==> config.mk <==
export PLATFORM = sky130hd
export DESIGN_NAME = comp_enable_gen
export DESIGN_NICKNAME = d
export VERILOG_FILES = /design/src/rtl/ceg_pkg.sv /design/src/rtl/ceg_hpos.sv /design/src/rtl/ceg_hwin.sv /design/src/rtl/ceg_vwin.sv /design/src/rtl/ceg_out.sv /design/src/rtl/comp_enable_gen.sv
export SDC_FILE = /design/constraint.sdc
export NUM_CORES = 1
export LEC_CHECK = 0
export ABC_AREA = 1
export BUFFER_PORTS_ARGS = -buffer_cell sky130_fd_sc_hd__buf_2
export CAP_MARGIN = 0
export CORE_MARGIN = 3
export CORE_UTILIZATION = 35
export CTS_CLUSTER_DIAMETER = 200
export DETAILED_ROUTE_END_ITERATION = 10
export PLACE_DENSITY = 0.53
export SYNTH_ARGS = -nofsm -noshare
export SYNTH_HDL_FRONTEND = slang
export SYNTH_SLANG_ARGS = --single-unit
==> constraint.sdc <==
create_clock -name clk -period 4.2 [get_ports clk]
set_input_delay 0.63 -clock clk [delete_from_list [all_inputs] [get_ports clk]]
set_output_delay 0.63 -clock clk [all_outputs]
set_load 0.005 [all_outputs]
==> src/rtl/ceg_pkg.sv <==
`timescale 1ns/1ps
package ceg_pkg;

  // Which source drives the composite enable register next.
  typedef enum logic [1:0] {
    SRC_WINDOW = 2'd0,
    SRC_EXT    = 2'd1,
    SRC_OFF    = 2'd2
  } en_src_e;

endpackage

==> src/rtl/ceg_hpos.sv <==
`timescale 1ns/1ps
// Edge position = step*N + step + fine, computed with shifts.
module ceg_hpos #(
  parameter int N_W    = 9,
  parameter int FINE_W = 2,
  parameter int POS_W  = 12
) (
  input  logic [N_W-1:0]    n_idx,
  input  logic              step4,
  input  logic [FINE_W-1:0] fine,
  output logic [POS_W-1:0]  pos
);

  logic [POS_W-1:0] n_ext;
  logic [POS_W-1:0] base;

  assign n_ext = POS_W'(n_idx);

  always_comb begin
    if (step4) base = (n_ext << 2) + POS_W'(4);
    else       base = (n_ext << 1) + POS_W'(2);
    pos = base + POS_W'(fine);
  end

endmodule

==> src/rtl/ceg_hwin.sv <==
`timescale 1ns/1ps
// Horizontal clock counter and window decision on its next value.
module ceg_hwin #(
  parameter int N_W    = 9,
  parameter int FINE_W = 2,
  localparam int CNT_W = N_W + 3
) (
  input  logic              clk,
  input  logic              rst,
  input  logic              line_ref,
  input  logic              step4,
  input  logic [N_W-1:0]    nmax,
  input  logic [N_W-1:0]    nr,
  input  logic [N_W-1:0]    nf,
  input  logic [FINE_W-1:0] fine,
  output logic              line_rise,
  output logic              h_win_nxt
);

  localparam logic [CNT_W-1:0] CNT_MAX = {CNT_W{1'b1}};

  logic             lr_q;
  logic [CNT_W-1:0] hcnt;
  logic [CNT_W-1:0] hcnt_nxt;
  logic [CNT_W-1:0] edge_pos [2];
  logic             cfg_ok;

  assign line_rise = line_ref & ~lr_q;

  always_comb begin
    if (line_rise)             hcnt_nxt = '0;
    else if (hcnt == CNT_MAX)  hcnt_nxt = hcnt;
    else                       hcnt_nxt = hcnt + 1'b1;
  end

  always_ff @(posedge clk) begin
    if (rst) begin
      lr_q <= 1'b0;
      hcnt <= '0;
    end else begin
      lr_q <= line_ref;
      hcnt <= hcnt_nxt;
    end
  end

  // Edge 0 is the rising edge, edge 1 the falling edge.
  for (genvar e = 0; e < 2; e++) begin : g_edge
    ceg_hpos #(.N_W(N_W), .FINE_W(FINE_W), .POS_W(CNT_W)) u_pos (
      .n_idx (e == 0 ? nr : nf),
      .step4 (step4),
      .fine  (fine),
      .pos   (edge_pos[e])
    );
  end

  assign cfg_ok = (nr < nmax) && (nf != '0) && (nf <= nmax) && (nr != nf);

  always_comb begin
    if (!cfg_ok)
      h_win_nxt = 1'b0;
    else if (nr < nf)
      h_win_nxt = (hcnt_nxt >= edge_pos[0]) && (hcnt_nxt < edge_pos[1]);
    else
      h_win_nxt = (hcnt_nxt >= edge_pos[0]) || (hcnt_nxt < edge_pos[1]);
  end

  // the count restarts at the reference rise
  p_hcnt_restart_r2: assert property (@(posedge clk) disable iff (rst)
    line_rise |=> (hcnt == '0));

  // between reference rises the count advances by one per clock
  p_hcnt_advance_r2: assert property (@(posedge clk) disable iff (rst)
    (!line_rise && hcnt != CNT_MAX) |=> (hcnt == $past(hcnt) + 1'b1));

endmodule

==> src/rtl/ceg_vwin.sv <==
`timescale 1ns/1ps
// Line counter, vertical window and alternating field flag.
module ceg_vwin #(
  parameter int V_W = 9
) (
  input  logic           clk,
  input  logic           rst,
  input  logic           field_ref,
  input  logic           line_rise,
  input  logic [V_W-1:0] nmax,
  input  logic [V_W-1:0] nr,
  input  logic [V_W-1:0] nf,
  output logic           v_win_nxt,
  output logic           fld_odd_nxt
);

  localparam logic [V_W-1:0] LCNT_MAX = {V_W{1'b1}};

  logic           fr_q;
  logic           field_rise;
  logic [V_W-1:0] lcnt;
  logic [V_W-1:0] lcnt_nxt;
  logic           fld_odd;
  logic           cfg_ok;

  assign field_rise = field_ref & ~fr_q;

  always_comb begin
    if (field_rise)                        lcnt_nxt = '0;
    else if (line_rise && lcnt != LCNT_MAX) lcnt_nxt = lcnt + 1'b1;
    else                                   lcnt_nxt = lcnt;
  end

  assign fld_odd_nxt = field_rise ? ~fld_odd : fld_odd;

  always_ff @(posedge clk) begin
    if (rst) begin
      fr_q    <= 1'b0;
      lcnt    <= '0;
      fld_odd <= 1'b0;
    end else begin
      fr_q    <= field_ref;
      lcnt    <= lcnt_nxt;
      fld_odd <= fld_odd_nxt;
    end
  end

  assign cfg_ok = (nr >= V_W'(1)) && (nr < nmax) && (nf > V_W'(1)) &&
                  (nf <= nmax) && (nr < nf);

  assign v_win_nxt = cfg_ok && (lcnt_nxt >= nr) && (lcnt_nxt < nf);

  // the line index restarts at the field reference rise
  p_lcnt_restart_r7: assert property (@(posedge clk) disable iff (rst)
    field_rise |=> (lcnt == '0));

  // the field flag flips exactly on field reference rises
  p_fld_toggle_r10: assert property (@(posedge clk) disable iff (rst)
    field_rise |=> (fld_odd != $past(fld_odd)));

  p_fld_hold_r10: assert property (@(posedge clk) disable iff (rst)
    !field_rise |=> $stable(fld_odd));

endmodule

==> src/rtl/ceg_out.sv <==
`timescale 1ns/1ps
// Override priority and the single output register.
module ceg_out
  import ceg_pkg::*;
(
  input  logic clk,
  input  logic rst,
  input  logic still_en,
  input  logic ext_en,
  input  logic ext_we,
  input  logic prog_en,
  input  logic fld_odd_nxt,
  input  logic h_win_nxt,
  input  logic v_win_nxt,
  output logic mem_en
);

  en_src_e src;

  always_comb begin
    if (still_en)                    src = SRC_OFF;
    else if (ext_en)                 src = SRC_EXT;
    else if (prog_en && fld_odd_nxt) src = SRC_OFF;
    else                             src = SRC_WINDOW;
  end

  always_ff @(posedge clk) begin
    if (rst) begin
      mem_en <= 1'b0;
    end else begin
      case (src)
        SRC_EXT:    mem_en <= ext_we;
        SRC_WINDOW: mem_en <= h_win_nxt & v_win_nxt;
        default:    mem_en <= 1'b0;
      endcase
    end
  end

  p_still_low_r9: assert property (@(posedge clk) disable iff (rst)
    still_en |=> !mem_en);

  p_ext_follow_r11: assert property (@(posedge clk) disable iff (rst)
    (ext_en && !still_en) |=> (mem_en == $past(ext_we)));

  p_prog_gap_r10: assert property (@(posedge clk) disable iff (rst)
    (prog_en && !ext_en && fld_odd_nxt) |=> !mem_en);

  p_window_only_r2: assert property (@(posedge clk) disable iff (rst)
    (!still_en && !ext_en && !(h_win_nxt && v_win_nxt)) |=> !mem_en);

endmodule

==> src/rtl/comp_enable_gen.sv <==
`timescale 1ns/1ps
module comp_enable_gen #(
  parameter int N_W    = 9,
  parameter int FINE_W = 2,
  parameter int V_W    = 9
) (
  input  logic              clk,
  input  logic              rst,
  input  logic              line_ref,
  input  logic              field_ref,
  input  logic              step4,
  input  logic [N_W-1:0]    h_nmax,
  input  logic [N_W-1:0]    h_rise_n,
  input  logic [N_W-1:0]    h_fall_n,
  input  logic [FINE_W-1:0] h_fine,
  input  logic [V_W-1:0]    v_nmax,
  input  logic [V_W-1:0]    v_rise_n,
  input  logic [V_W-1:0]    v_fall_n,
  input  logic              still_en,
  input  logic              prog_en,
  input  logic              ext_en,
  input  logic              ext_we,
  output logic              mem_en
);

  logic line_rise;
  logic h_win_nxt;
  logic v_win_nxt;
  logic fld_odd_nxt;

  ceg_hwin #(.N_W(N_W), .FINE_W(FINE_W)) u_hwin (
    .clk       (clk),
    .rst       (rst),
    .line_ref  (line_ref),
    .step4     (step4),
    .nmax      (h_nmax),
    .nr        (h_rise_n),
    .nf        (h_fall_n),
    .fine      (h_fine),
    .line_rise (line_rise),
    .h_win_nxt (h_win_nxt)
  );

  ceg_vwin #(.V_W(V_W)) u_vwin (
    .clk         (clk),
    .rst         (rst),
    .field_ref   (field_ref),
    .line_rise   (line_rise),
    .nmax        (v_nmax),
    .nr          (v_rise_n),
    .nf          (v_fall_n),
    .v_win_nxt   (v_win_nxt),
    .fld_odd_nxt (fld_odd_nxt)
  );

  ceg_out u_out (
    .clk         (clk),
    .rst         (rst),
    .still_en    (still_en),
    .ext_en      (ext_en),
    .ext_we      (ext_we),
    .prog_en     (prog_en),
    .fld_odd_nxt (fld_odd_nxt),
    .h_win_nxt   (h_win_nxt),
    .v_win_nxt   (v_win_nxt),
    .mem_en      (mem_en)
  );

  // equal indices never open the window
  p_equal_idx_low_r6: assert property (@(posedge clk) disable iff (rst)
    (!ext_en && (h_rise_n == h_fall_n)) |=> !mem_en);

  // a vertical pair with rise not below fall never opens the window
  p_vorder_low_r8: assert property (@(posedge clk) disable iff (rst)
    (!ext_en && (v_rise_n >= v_fall_n)) |=> !mem_en);

endmodule

==> impl_metrics.py <==
metrics = {
    "power": {
        "leakage_nw": 2.91,
        "ir_drop_uv": 164,
        "power.density_nw_per_um2": 156,
    },
    "clock_tree": {
        "cts_tree": "yes",
        "numCtsBuffers": 3,
        "clockRootBuffer": "clkbuf_16",
        "cts_sinks": 25,
        "post_cts_buffers": 0,
        "cts_htree_levels": 1,
        "hold_buffers": 0,
        "cts.path.max_buffers": 2,
        "clk_pin_slew_ns": 0.07,
        "cts_resized": 0,
        "clk_latency_ns": 0.26,
    },
    "setup_path": {
        "critical_path_class": "reg -> reg",
        "crit_top_cell": "nand2_1",
        "startpoint": "u_vwin.lcnt[0]$_SDFF_PP0_",
        "cpPeakStageDelay_ns": 0.33,
        "arrival_ns": 3.55,
        "crit_family": "simple AND/OR/NAND/NOR gates",
        "cp_max_fo": 5,
        "cp-end-kind": "register",
        "critPathSlowestCell": "dfxtp_1",
        "r2r_start": "u_vwin.lcnt[0]$_SDFF_PP0_",
        "start_kind": "register",
        "critPathBufInv": 2,
        "cp.required_ns": 4.39,
    },
    "yosys": {
        "syn_nets": 931,
        "avgSynthCellArea_sq_um": 6.17,
        "yosys_warnings": 0,
        "synth_area_leaders": "ha_1, nand2_1, dfxtp_1, inv_1, nor2_1",
        "ys_ff_latch": 25,
        "synth_edf_count": 0,
        "yosysTopAreaCellShare_pct": 26.8,
        "synth-main-ff-cell": "dfxtp_1",
        "async_flop_share_pct": 0,
        "seq_area_frac_synth_pct": 10.6,
        "synthesis.area_sq_um": 4720,
        "synthMostInstantiatedCell": "nand2_1",
        "synth.distinct_cells": 37,
        "yosys-top-cells-count": "nand2_1, inv_1, ha_1",
        "synth_top_area_cell": "ha_1",
        "synthCells": 765,
    },
    "floorplan": {
        "row_count": 41,
        "io_pins": 66,
        "dieArea_sq_um": 14900,
        "core_area_sq_um": 12900,
        "start_util_pct": 36.5,
        "fp.dieW_um": 122,
        "die_h_um": 122,
    },
    "global_routing": {
        "antenna_found_initial": 0,
        "grt_max_degree": 26,
        "grtUsageTotal_pct": 16.1,
        "grt_overflow": 0,
        "grt_pass1_vias": 4574,
        "grt_pass1_wl_um": 20100,
    },
    "sta": {
        "fin_tns_setup_ns": 0,
        "max_freq_mhz": 298,
        "post-route-period-util_pct": 80.0,
        "tightest_slew_ns": 0.519,
        "rsz0062_at_grt": "no",
        "drv_slew": 0,
        "maxSlewHeadroom_pct": 65.1,
        "fin_worst_skew_ns": 0.00390,
        "whs_ns": 0.546,
        "setup_viol": 0,
        "post-route-min-period_ns": 3.36,
        "hold_violations": 0,
    },
    "layout": {
        "diodes": 0,
        "nNetsFinal": 994,
        "seq_area_sq_um": 500,
        "syn_to_final_growth_pct": 12.5,
        "drive_gt1_share_pct": 11.6,
        "multi_input_comb_area_sq_um": 3690,
        "nFillCells": 1464,
    },
    "detailed_routing": {
        "vias": 4803,
        "wl_um": 11900,
        "final_antenna_net_count": 0,
        "wl_per_cell_um": 11.9,
        "drc": 0,
        "drt_iter0_markers": 194,
        "drt_first_pass_iters": 4,
        "vias_per_cell": 4.81,
    },
    "hold_path": {
        "hold_start": "u_vwin.fld_odd$_SDFF_PP0_",
        "hp-class": "reg -> reg",
    },
    "place": {
        "portBuffers": 65,
        "hpwl_um": 10500,
        "gp_congestion": 0.816,
    },
    "run_status": {
        "status": "completed",
    },
    "job": {
        "cap_violations": 0,
    },
}
stage by stage:
stage                     power, mW  instances  utilization, %  setup WS [ns]  cell area (sq um)
after floorplan               0.501        765               -           1.17               4720
after global placement        0.611        995            40.5          0.720               5240
after detailed placement      0.621        995            40.5          0.652               5240
after CTS                     0.838        999            41.1          0.816               5320
after global routing          0.910        999            41.1          0.314               5320
final                         0.829        999            41.1          0.841               5320
routing by layer:
metal | track usage (%) | wire length, um | vias to the layer above
li1 | - | - | 2626
met1 | 21.3 | 5850 | 2097
met2 | 29.5 | 5640 | 72
met3 | 1.30 | 315 | 8
met4 | 1.89 | 84 | 0
met5 | 0 | 0 | -
layout make-up:
cell class / instances / area share, %
timing repair buffer: 67 / 6.40
sequential: 25 / 9.42
tap: 172 / 4.05
clock inverter: 1 / 0.0942
clock buffer: 3 / 1.41
multi-input combinational: 602 / 69.5
inverter: 129 / 9.11
worst paths after layout:
check                                                 end  slack [ns]  depth (start not counted)
worst min register to register  u_vwin.fld_odd$_SDFF_PP0_        0.55                          3
worst max register to register    u_out.mem_en$_SDFF_PP0_        0.84                         25
worst min-delay path            u_vwin.fld_odd$_SDFF_PP0_        0.55                          3
worst max-delay path              u_out.mem_en$_SDFF_PP0_        0.84                         25
worst min-delay path: cells and delay by family (launching register included):
family / cells / cell delay, ns
AND/OR/NAND/NOR: 3 / 0.18
flip-flops: 1 / 0.33
report_power, final:
| group | switching [mW] | internal (mW) | total [mW] |
|---|---|---|---|
| logic | 0.227 | 0.140 | 0.367 |
| registers | 0.00378 | 0.242 | 0.246 |
| clock network | 0.0879 | 0.128 | 0.216 |
placed cells by master (no fill, tap or decap), types with 2 or more instances in the layout:
master and count:
nand2_2 3, o21ai_1 4, buf_4 2, or2_2 2, a21oi_1 47, nand3_2 2
buf_2 65, o21bai_1 4, xnor2_1 3, o21ai_2 6, dfxtp_1 25, nand3b_1 4
ha_1 101, nand4_1 10, a211oi_1 6, nand3_1 47, nor3_1 15, nand2_1 194
inv_2 2, nor2_1 83, nor2_2 5, xor2_1 25, nor4_1 12, o21ai_0 17
o21a_1 3, clkbuf_16 3, inv_1 126
sequential cells by signal, summed over array words and instances, names as in the netlist:
name and count:
u_hwin.hcnt 12, u_hwin.lr_q 1, u_out.mem_en 1, u_vwin.fld_odd 1, u_vwin.fr_q 1, u_vwin.lcnt 9
logic make-up after synthesis:
family,after synthesis,synth area share (%)
adders and majority gates,101,26.8
xor gates and xnor gates,28,5.19
DFF,25,10.6
and+or+nand+nor,382,34.9
buffers and inverters,138,11.2
AOI/OAI and AO/OA,91,11.4
Note: power is estimated with default switching activity, not from simulation.
